[config.mk]
export PLATFORM = sky130hd
export DESIGN_NAME = sdram_cmd_timer
export DESIGN_NICKNAME = d
export VERILOG_FILES = /design/src/rtl/sct_pkg.sv /design/src/rtl/sct_spacing_ctr.sv /design/src/rtl/sct_datapath.sv /design/src/rtl/sct_control.sv /design/src/rtl/sdram_cmd_timer.sv
export SDC_FILE = /design/constraint.sdc
export NUM_CORES = 1
export LEC_CHECK = 0
export ABC_CLOCK_PERIOD_IN_PS = 4900
export BUFFER_PORTS_ARGS = -buffer_cell sky130_fd_sc_hd__buf_4
export CORE_UTILIZATION = 36
export DETAILED_ROUTE_END_ITERATION = 16
export PLACE_DENSITY = 0.57
export SLEW_MARGIN = 20
export SYNTH_ARGS = -nofsm -noshare
export SYNTH_HDL_FRONTEND = slang
export SYNTH_SLANG_ARGS = --single-unit
[constraint.sdc]
create_clock -name clk -period 4.9 [get_ports clk]
set_clock_uncertainty 0.15 [all_clocks]
set_input_delay 0.735 -clock clk [delete_from_list [all_inputs] [get_ports clk]]
set_output_delay 0.735 -clock clk [all_outputs]
set_load 0.02 [all_outputs]
[src/rtl/sct_pkg.sv]
package sct_pkg;
  localparam int NUM_BANKS = 4;
  localparam int BANK_W    = $clog2(NUM_BANKS);
  localparam int CNT_W     = 4;
  localparam int LAT_W     = 3;
  localparam int MAX_LAT   = 7;

  // layout of the 32-bit timing word; field positions are fixed by software
  typedef struct packed {
    logic       spare31;
    logic [2:0] latCode;
    logic [3:0] refGapCode;
    logic [3:0] actPreCode;
    logic       spare19;
    logic [2:0] preActCode;
    logic       spare15;
    logic [2:0] actRwCode;
    logic       spare11;
    logic [2:0] actActCode;
    logic [7:0] spareLow;
  } timing_word_t;

  // control -> datapath strobes
  typedef struct packed {
    logic              issueRef;
    logic              issueAct;
    logic              issuePre;
    logic              issueRw;
    logic              issueRead;
    logic [BANK_W-1:0] bank;
    logic              loadCfg;
    logic              applyLat;
  } strobe_t;

  // datapath -> control status
  typedef struct packed {
    logic                 refIdle;
    logic                 actActIdle;
    logic                 actNoRw;
    logic [BANK_W-1:0]    lastActBank;
    logic [NUM_BANKS-1:0] actPreIdle;
    logic [NUM_BANKS-1:0] preActIdle;
    logic [NUM_BANKS-1:0] actRwIdle;
  } status_t;

  // reload = spacing - 1; 4-bit fields encode spacing-1 directly, 0 -> 16 clocks
  function automatic logic [CNT_W-1:0] wideReload(input logic [3:0] code);
    return (code == 4'd0) ? CNT_W'(15) : CNT_W'(code);
  endfunction

  // 3-bit fields encode the spacing itself, 0 -> 7 clocks
  function automatic logic [CNT_W-1:0] narrowReload(input logic [2:0] code);
    return (code == 3'd0) ? CNT_W'(6) : CNT_W'(code - 3'd1);
  endfunction

  function automatic logic [LAT_W-1:0] latDecode(input logic [2:0] code);
    return (code < 3'd2) ? LAT_W'(MAX_LAT) : LAT_W'(code);
  endfunction

  function automatic logic hasReserved(input timing_word_t w);
    return (w.latCode < 3'd2) || (w.refGapCode == 4'd0) || (w.actPreCode == 4'd0) ||
           (w.preActCode == 3'd0) || (w.actRwCode == 3'd0) || (w.actActCode == 3'd0);
  endfunction
endpackage

[src/rtl/sct_spacing_ctr.sv]
module sct_spacing_ctr #(
  parameter int W = 4
) (
  input  logic         clk,
  input  logic         rstN,
  input  logic         load,
  input  logic [W-1:0] loadVal,
  output logic         idle
);
  logic [W-1:0] cnt;

  always_ff @(posedge clk) begin
    if (!rstN)               cnt <= '0;
    else if (load)           cnt <= loadVal;
    else if (cnt != '0)      cnt <= cnt - 1'b1;
  end

  assign idle = (cnt == '0);

  // a counter left alone never leaves zero (spacing completes, no wrap) - R2
  assert_idle_holds_R2: assert property (@(posedge clk) disable iff (!rstN)
    (idle && !load) |=> idle);
endmodule

[src/rtl/sct_datapath.sv]
module sct_datapath
  import sct_pkg::*;
#(
  parameter logic [31:0] RESET_CFG = 32'h2A73_3225
) (
  input  logic         clk,
  input  logic         rstN,
  input  strobe_t      strb,
  input  logic [31:0]  cfgIn,
  output status_t      stat,
  output logic         rdValid,
  output logic         cfgErr
);
  timing_word_t      cfgReg;
  timing_word_t      cfgNew;
  logic [LAT_W-1:0]  activeLat;
  logic [MAX_LAT-1:0] rdPipe;
  logic [LAT_W-1:0]  tapIdx;
  logic              actNoRwQ;
  logic [BANK_W-1:0] lastActBankQ;

  logic [CNT_W-1:0] refReload, actPreReload, preActReload, actRwReload, actActReload;

  assign cfgNew = timing_word_t'(cfgIn);

  always_ff @(posedge clk) begin
    if (!rstN) begin
      cfgReg    <= timing_word_t'(RESET_CFG);
      activeLat <= latDecode(RESET_CFG[30:28]);
      cfgErr    <= 1'b0;
    end else begin
      // latency copy uses the word latched before this edge
      if (strb.applyLat) activeLat <= latDecode(cfgReg.latCode);
      if (strb.loadCfg) begin
        cfgReg <= cfgNew;
        if (hasReserved(cfgNew)) cfgErr <= 1'b1;
      end
    end
  end

  assign refReload    = wideReload(cfgReg.refGapCode);
  assign actPreReload = wideReload(cfgReg.actPreCode);
  assign preActReload = narrowReload(cfgReg.preActCode);
  assign actRwReload  = narrowReload(cfgReg.actRwCode);
  assign actActReload = narrowReload(cfgReg.actActCode);

  sct_spacing_ctr #(.W(CNT_W)) refCtr_i (
    .clk(clk), .rstN(rstN), .load(strb.issueRef), .loadVal(refReload), .idle(stat.refIdle));

  sct_spacing_ctr #(.W(CNT_W)) actActCtr_i (
    .clk(clk), .rstN(rstN), .load(strb.issueAct), .loadVal(actActReload), .idle(stat.actActIdle));

  for (genvar b = 0; b < NUM_BANKS; b++) begin : g_bank
    logic hitBank;
    assign hitBank = (strb.bank == BANK_W'(b));

    sct_spacing_ctr #(.W(CNT_W)) actPreCtr_i (
      .clk(clk), .rstN(rstN), .load(strb.issueAct && hitBank),
      .loadVal(actPreReload), .idle(stat.actPreIdle[b]));

    sct_spacing_ctr #(.W(CNT_W)) preActCtr_i (
      .clk(clk), .rstN(rstN), .load(strb.issuePre && hitBank),
      .loadVal(preActReload), .idle(stat.preActIdle[b]));

    sct_spacing_ctr #(.W(CNT_W)) actRwCtr_i (
      .clk(clk), .rstN(rstN), .load(strb.issueAct && hitBank),
      .loadVal(actRwReload), .idle(stat.actRwIdle[b]));
  end

  always_ff @(posedge clk) begin
    if (!rstN) begin
      actNoRwQ     <= 1'b0;
      lastActBankQ <= '0;
    end else if (strb.issueAct) begin
      actNoRwQ     <= 1'b1;
      lastActBankQ <= strb.bank;
    end else if (strb.issueRw) begin
      actNoRwQ     <= 1'b0;
    end
  end

  assign stat.actNoRw     = actNoRwQ;
  assign stat.lastActBank = lastActBankQ;

  // read-valid delay line, tapped at the active latency
  always_ff @(posedge clk) begin
    if (!rstN) rdPipe <= '0;
    else       rdPipe <= {rdPipe[MAX_LAT-2:0], strb.issueRead};
  end

  assign tapIdx  = activeLat - LAT_W'(1);
  assign rdValid = rdPipe[tapIdx];

  assert_err_sticky_R10: assert property (@(posedge clk) disable iff (!rstN)
    cfgErr |=> cfgErr);

  assert_lat_shadow_R9: assert property (@(posedge clk) disable iff (!rstN)
    !strb.applyLat |=> $stable(activeLat));

  assert_lat_legal_R8: assert property (@(posedge clk) disable iff (!rstN)
    activeLat >= LAT_W'(2));
endmodule

[src/rtl/sct_control.sv]
module sct_control
  import sct_pkg::*;
(
  input  logic              clk,
  input  logic              rstN,
  input  logic              cfgLoad,
  input  logic              progEn,
  input  logic              reqRef,
  input  logic              reqAct,
  input  logic              reqPre,
  input  logic              reqRw,
  input  logic              rwRead,
  input  logic [BANK_W-1:0] bankSel,
  input  status_t           stat,
  output logic              gntRef,
  output logic              gntAct,
  output logic              gntPre,
  output logic              gntRw,
  output strobe_t           strb
);
  logic progQ;
  logic refOk, actOk, preOk, rwOk, otherBank;

  always_ff @(posedge clk) begin
    if (!rstN) progQ <= 1'b0;
    else       progQ <= progEn;
  end

  always_comb begin
    otherBank = (bankSel != stat.lastActBank);
    refOk = stat.refIdle;
    preOk = stat.actPreIdle[bankSel];
    actOk = stat.refIdle && stat.preActIdle[bankSel] &&
            (!otherBank || (stat.actActIdle && !stat.actNoRw));
    rwOk  = stat.actRwIdle[bankSel];

    gntRef = reqRef && refOk;
    gntPre = !gntRef && reqPre && preOk;
    gntAct = !gntRef && !gntPre && reqAct && actOk;
    gntRw  = !gntRef && !gntPre && !gntAct && reqRw && rwOk;
  end

  always_comb begin
    strb.issueRef  = gntRef;
    strb.issueAct  = gntAct;
    strb.issuePre  = gntPre;
    strb.issueRw   = gntRw;
    strb.issueRead = gntRw && rwRead;
    strb.bank      = bankSel;
    strb.loadCfg   = cfgLoad;
    strb.applyLat  = progEn && !progQ;
  end

  assert_one_grant_R7: assert property (@(posedge clk) disable iff (!rstN)
    $onehot0({gntRef, gntAct, gntPre, gntRw}));

  assert_grant_has_req_R7: assert property (@(posedge clk) disable iff (!rstN)
    (gntRef |-> reqRef) and (gntAct |-> reqAct) and (gntPre |-> reqPre) and (gntRw |-> reqRw));

  assert_ref_gap_R2: assert property (@(posedge clk) disable iff (!rstN)
    gntRef |=> !(gntRef || gntAct));

  assert_act_pre_gap_R3: assert property (@(posedge clk) disable iff (!rstN)
    gntAct |=> !(gntPre && bankSel == $past(bankSel)));

  assert_no_act_pair_R6: assert property (@(posedge clk) disable iff (!rstN)
    gntAct |=> !(gntAct && bankSel != $past(bankSel)));
endmodule

[src/rtl/sdram_cmd_timer.sv]
module sdram_cmd_timer
  import sct_pkg::*;
#(
  parameter logic [31:0] RESET_CFG = 32'h2A73_3225
) (
  input  logic              clk,
  input  logic              rstN,
  input  logic [31:0]       cfgWord,
  input  logic              cfgLoad,
  input  logic              progEn,
  input  logic              reqRef,
  input  logic              reqAct,
  input  logic              reqPre,
  input  logic              reqRw,
  input  logic              rwRead,
  input  logic [BANK_W-1:0] bankSel,
  output logic              gntRef,
  output logic              gntAct,
  output logic              gntPre,
  output logic              gntRw,
  output logic              rdValid,
  output logic              cfgErr
);
  strobe_t strb;
  status_t stat;

  sct_control ctrl_i (
    .clk(clk), .rstN(rstN), .cfgLoad(cfgLoad), .progEn(progEn),
    .reqRef(reqRef), .reqAct(reqAct), .reqPre(reqPre), .reqRw(reqRw),
    .rwRead(rwRead), .bankSel(bankSel), .stat(stat),
    .gntRef(gntRef), .gntAct(gntAct), .gntPre(gntPre), .gntRw(gntRw), .strb(strb));

  sct_datapath #(.RESET_CFG(RESET_CFG)) dp_i (
    .clk(clk), .rstN(rstN), .strb(strb), .cfgIn(cfgWord),
    .stat(stat), .rdValid(rdValid), .cfgErr(cfgErr));
endmodule

==> metrics.csv <==
stage;metric;value;unit
layout;layout cells sized above 1;11.0;%
sta;max-slew violations;0;
clocking;Hold Buf Count CTS;0;
clocking;clk_lat worst skew;0.34;ns
synthesis;syn nets;666;
job;Max-Cap Viols;0;
pwr;Clk pwr share;21.0;%
sta;Slew HR;24.8;%
critical_path;startpoint types;flop;
clocking;Post-CTS Setup Inserts;0;
layout;area occupied by multi-input gates;0.00304;mm2
clocking;Root Buffer;clkbuf_16;
critical_path;Worst R2R Setup Slack;1.74;ns
pwr;Pleak;2.46;nW
drt;WL final;11000;um
synthesis;Yosys Warn Count;0;
floorplan;I/O Pins;49;
global_routing;global-route wire length before repair;18400;um
pwr;Final Power;3.35;mW
drt;DR DRC count;0;
sta;final hold viol count;0;
pwr;Worst VDD drop;0.000196;V
pwr;Net Switching;1.29;mW
drt;wire per inst;13.8;um
sta;final setup TNS;0;ns
clocking;worst-case clock buffer depth;2;
synthesis;sequential fraction of the synthesis area;35.6;%
synthesis;Mapped Cells;588;
layout;Design Area, Final;0.00584;mm2
global_routing;vias in the first global route;3858;
synthesis;post-synth top area cell;dfxtp_1;
clocking;# H-tree levels;3;
clocking;CTS tree;built;
hold_path;hold endpoint;dp_i.rdPipe[3];
pwr;Sw Ratio;38.6;%
pwr;combinational power share;44.6;%
critical_path;worst reg2reg startpoint;dp_i.g_bank[0].preActCtr_i.cnt[0];
clocking;# clock sinks;91;
placement;post-DP HPWL;8200;um
layout;final core occ;42.1;%
synthesis;Commonest cells post-synth;dfxtp_1 (91), nand2_1 (85), mux2i_1 (75);
drt;via count;4091;
floorplan;Die Y;121;um
synthesis;count leader, synth;dfxtp_1;
sta;Worst-Margin Slew;1.12;ns
hold_path;Worst Hold Class;reg2reg;
outcome;status;complete, no violations;
drt;antenna violation net count after detailed routing;0;
critical_path;reg2reg end;dp_i.actActCtr_i.cnt[3];
floorplan;Die ar.;0.0147;mm2
pwr;Int Pwr;2.06;mW
synthesis;distinct cell type count after synthesis;47;
pwr;power per cell area;573;mW/mm2
layout;FF/Latch Area;0.00182;mm2
synthesis;Netlist Area Pre-Place;0.00512;mm2
global_routing;total track usage;15.9;%
placement;Routability Congestion;0.781;
floorplan;initial core utilization;36.9;%
placement;Buffers on Ports;36;
sta;Finish-stage setup viols;0;
sta;Period minus WS final;3.86;ns
critical_path;FF-to-FF path depth;7;
synthesis;main flop type after synthesis;dfxtp_1;
critical_path;kind of critical path;reg2out;
floorplan;core box area;0.0139;mm2
critical_path;maximum fanout along the worst path;7;
sta;fmax;259;MHz
global_routing;total grt overflow;0;
hold_path;hold depth;1;
layout;n_diodes;0;
drt;DR vias/cell;5.12;
global_routing;largest net degree at the start of global routing;50;
synthesis;share of Yosys cell area claimed by the top area cell type;35.6;%
critical_path;CP required;4.01;ns
floorplan;Die Wd;121;um
hold_path;min-delay src;dp_i.rdPipe[2];
placement;area post-placement;0.00554;mm2
synthesis;EDFF count, synth;0;
pwr;sequential share of power;34.3;%
layout;Area Overhead vs Synth;14.2;%
floorplan;# rows;43;
sta;Final Cycle Share;78.8;%
critical_path;Data arrival, critical path;2.98;ns
global_routing;initial antenna violation count;0;
layout;fin nets;692;
clocking;clock-pin slew on the worst setup and hold paths;0.07;ns
synthesis;FF+latch count, synth;91;
synthesis;mean post-synth cell area;8.70;um2
synthesis;async set-reset flop share out of synthesis;0;%
layout;Fill cells;1385;
drt;Detailed Routing Iterations Pass 1;4;
synthesis;synth top area cells;dfxtp_1 (36%), mux2i_1 (15%), ha_1 (8.6%);
clocking;TritonCTS Buffers;9;
sta;RSZ-0062 raised after global routing;no;
clocking;post-cts resize count;0;
critical_path;CP endpoint kind;output port;
drt;DRT iter0 DRCs;132;
## worst max-delay path by stage
stage	startpoint	to	slack (ns)	depth (start not counted)
2_1_floorplan	bankSel[0]	gntRw	1.29	6
3_3_place_gp	bankSel[0]	gntRw	1.16	7
3_5_place_dp	bankSel[0]	gntRw	1.08	7
4_1_cts	dp_i.g_bank[0].preActCtr_i.cnt[0]	gntAct	1.04	7
5_1_grt	dp_i.refCtr_i.cnt[0]	gntRw	0.76	7
6_report	dp_i.g_bank[0].preActCtr_i.cnt[0]	gntAct	1.04	7
## flip-flops by register name, indices dropped and copies added (netlist names)
signal                       cells
ctrl_i.progQ                     1
dp_i.actActCtr_i.cnt             4
dp_i.actNoRwQ                    1
dp_i.activeLat                   3
dp_i.cfgErr                      1
dp_i.cfgReg                     20
dp_i.g_bank.actPreCtr_i.cnt     16
dp_i.g_bank.actRwCtr_i.cnt      16
dp_i.g_bank.preActCtr_i.cnt     16
dp_i.lastActBankQ                2
dp_i.rdPipe                      7
dp_i.refCtr_i.cnt                4
## per-layer routing
metal	up-vias	wire, um	global-route usage [%]
li1	2084	-	-
met1	1922	5340	20.6
met2	70	5070	26.2
met3	15	357	2.21
met4	0	222	7.25
met5	-	0	0
## cells by family (layout without fill, tap and decap cells)
logic type	after synthesis	count (layout)	synth area share [%]
AND/OR/NAND/NOR	230	230	23.1
adder cells (fa/ha/maj)	35	35	8.56
flip-flops	91	91	35.6
AO/OA/AOI/OAI	68	68	8.88
XOR/XNOR	19	19	3.25
buffers and inverters	68	99	5.26
multiplexers	77	77	15.3
## layout make-up
| cell class | instances | share of cell area (%) |
|---|---|---|
| clock inverter | 7 | 1.33 |
| timing repair buffer | 38 | 4.88 |
| tap | 180 | 3.86 |
| inverter | 45 | 2.89 |
| sequential | 91 | 31.2 |
| multi-input combinational | 429 | 52.0 |
| clock buffer | 9 | 3.86 |
## critical path: stages, from the launching register on
cell and delay [ns]:
dfxtp_1 0.31, inv_1 0.11, ha_1 0.18, or3b_1 0.46
a221o_1 0.39, or2_0 0.43, nor4_1 0.52, buf_4 0.23
## placed cells by master (no fill, tap or decap), drive strengths merged, types with 3 or more instances in the layout
cell type and count:
nor2 30, a21oi 8, or3b 4, xor2 9, ha 35, clkbuf 9
o21ai 18, and2 9, nor3 26, nor2b 3, nand3 17, xnor2 10
mux2i 75, nor3b 7, nor4 13, buf 38, clkinv 4, or2 3
nand2 85, dfxtp 91, or3 20, inv 46, a21o 13, nand2b 8
o211ai 17
## power by group through the flow
stage / Clock [mW] / Combinational, mW / Sequential [mW]
final: 0.704 / 1.49 / 1.15
after global routing: 0.754 / 1.72 / 1.18
after CTS: 0.726 / 1.51 / 1.15
after detailed placement: 0 / 1.50 / 1.16
after global placement: 0 / 1.44 / 1.15
after floorplan: 0 / 1.24 / 1.11
## per-stage QoR
stage                     setup WS (ns)  instances  hold slack (ns)
after CTS                          1.04        799            0.319
after detailed placement           1.08        783            0.300
after floorplan                    1.29        588            0.274
after global routing              0.762        799            0.333
final                              1.04        799            0.311
after global placement             1.16        783            0.287
Power figures use the tool's default switching activity.
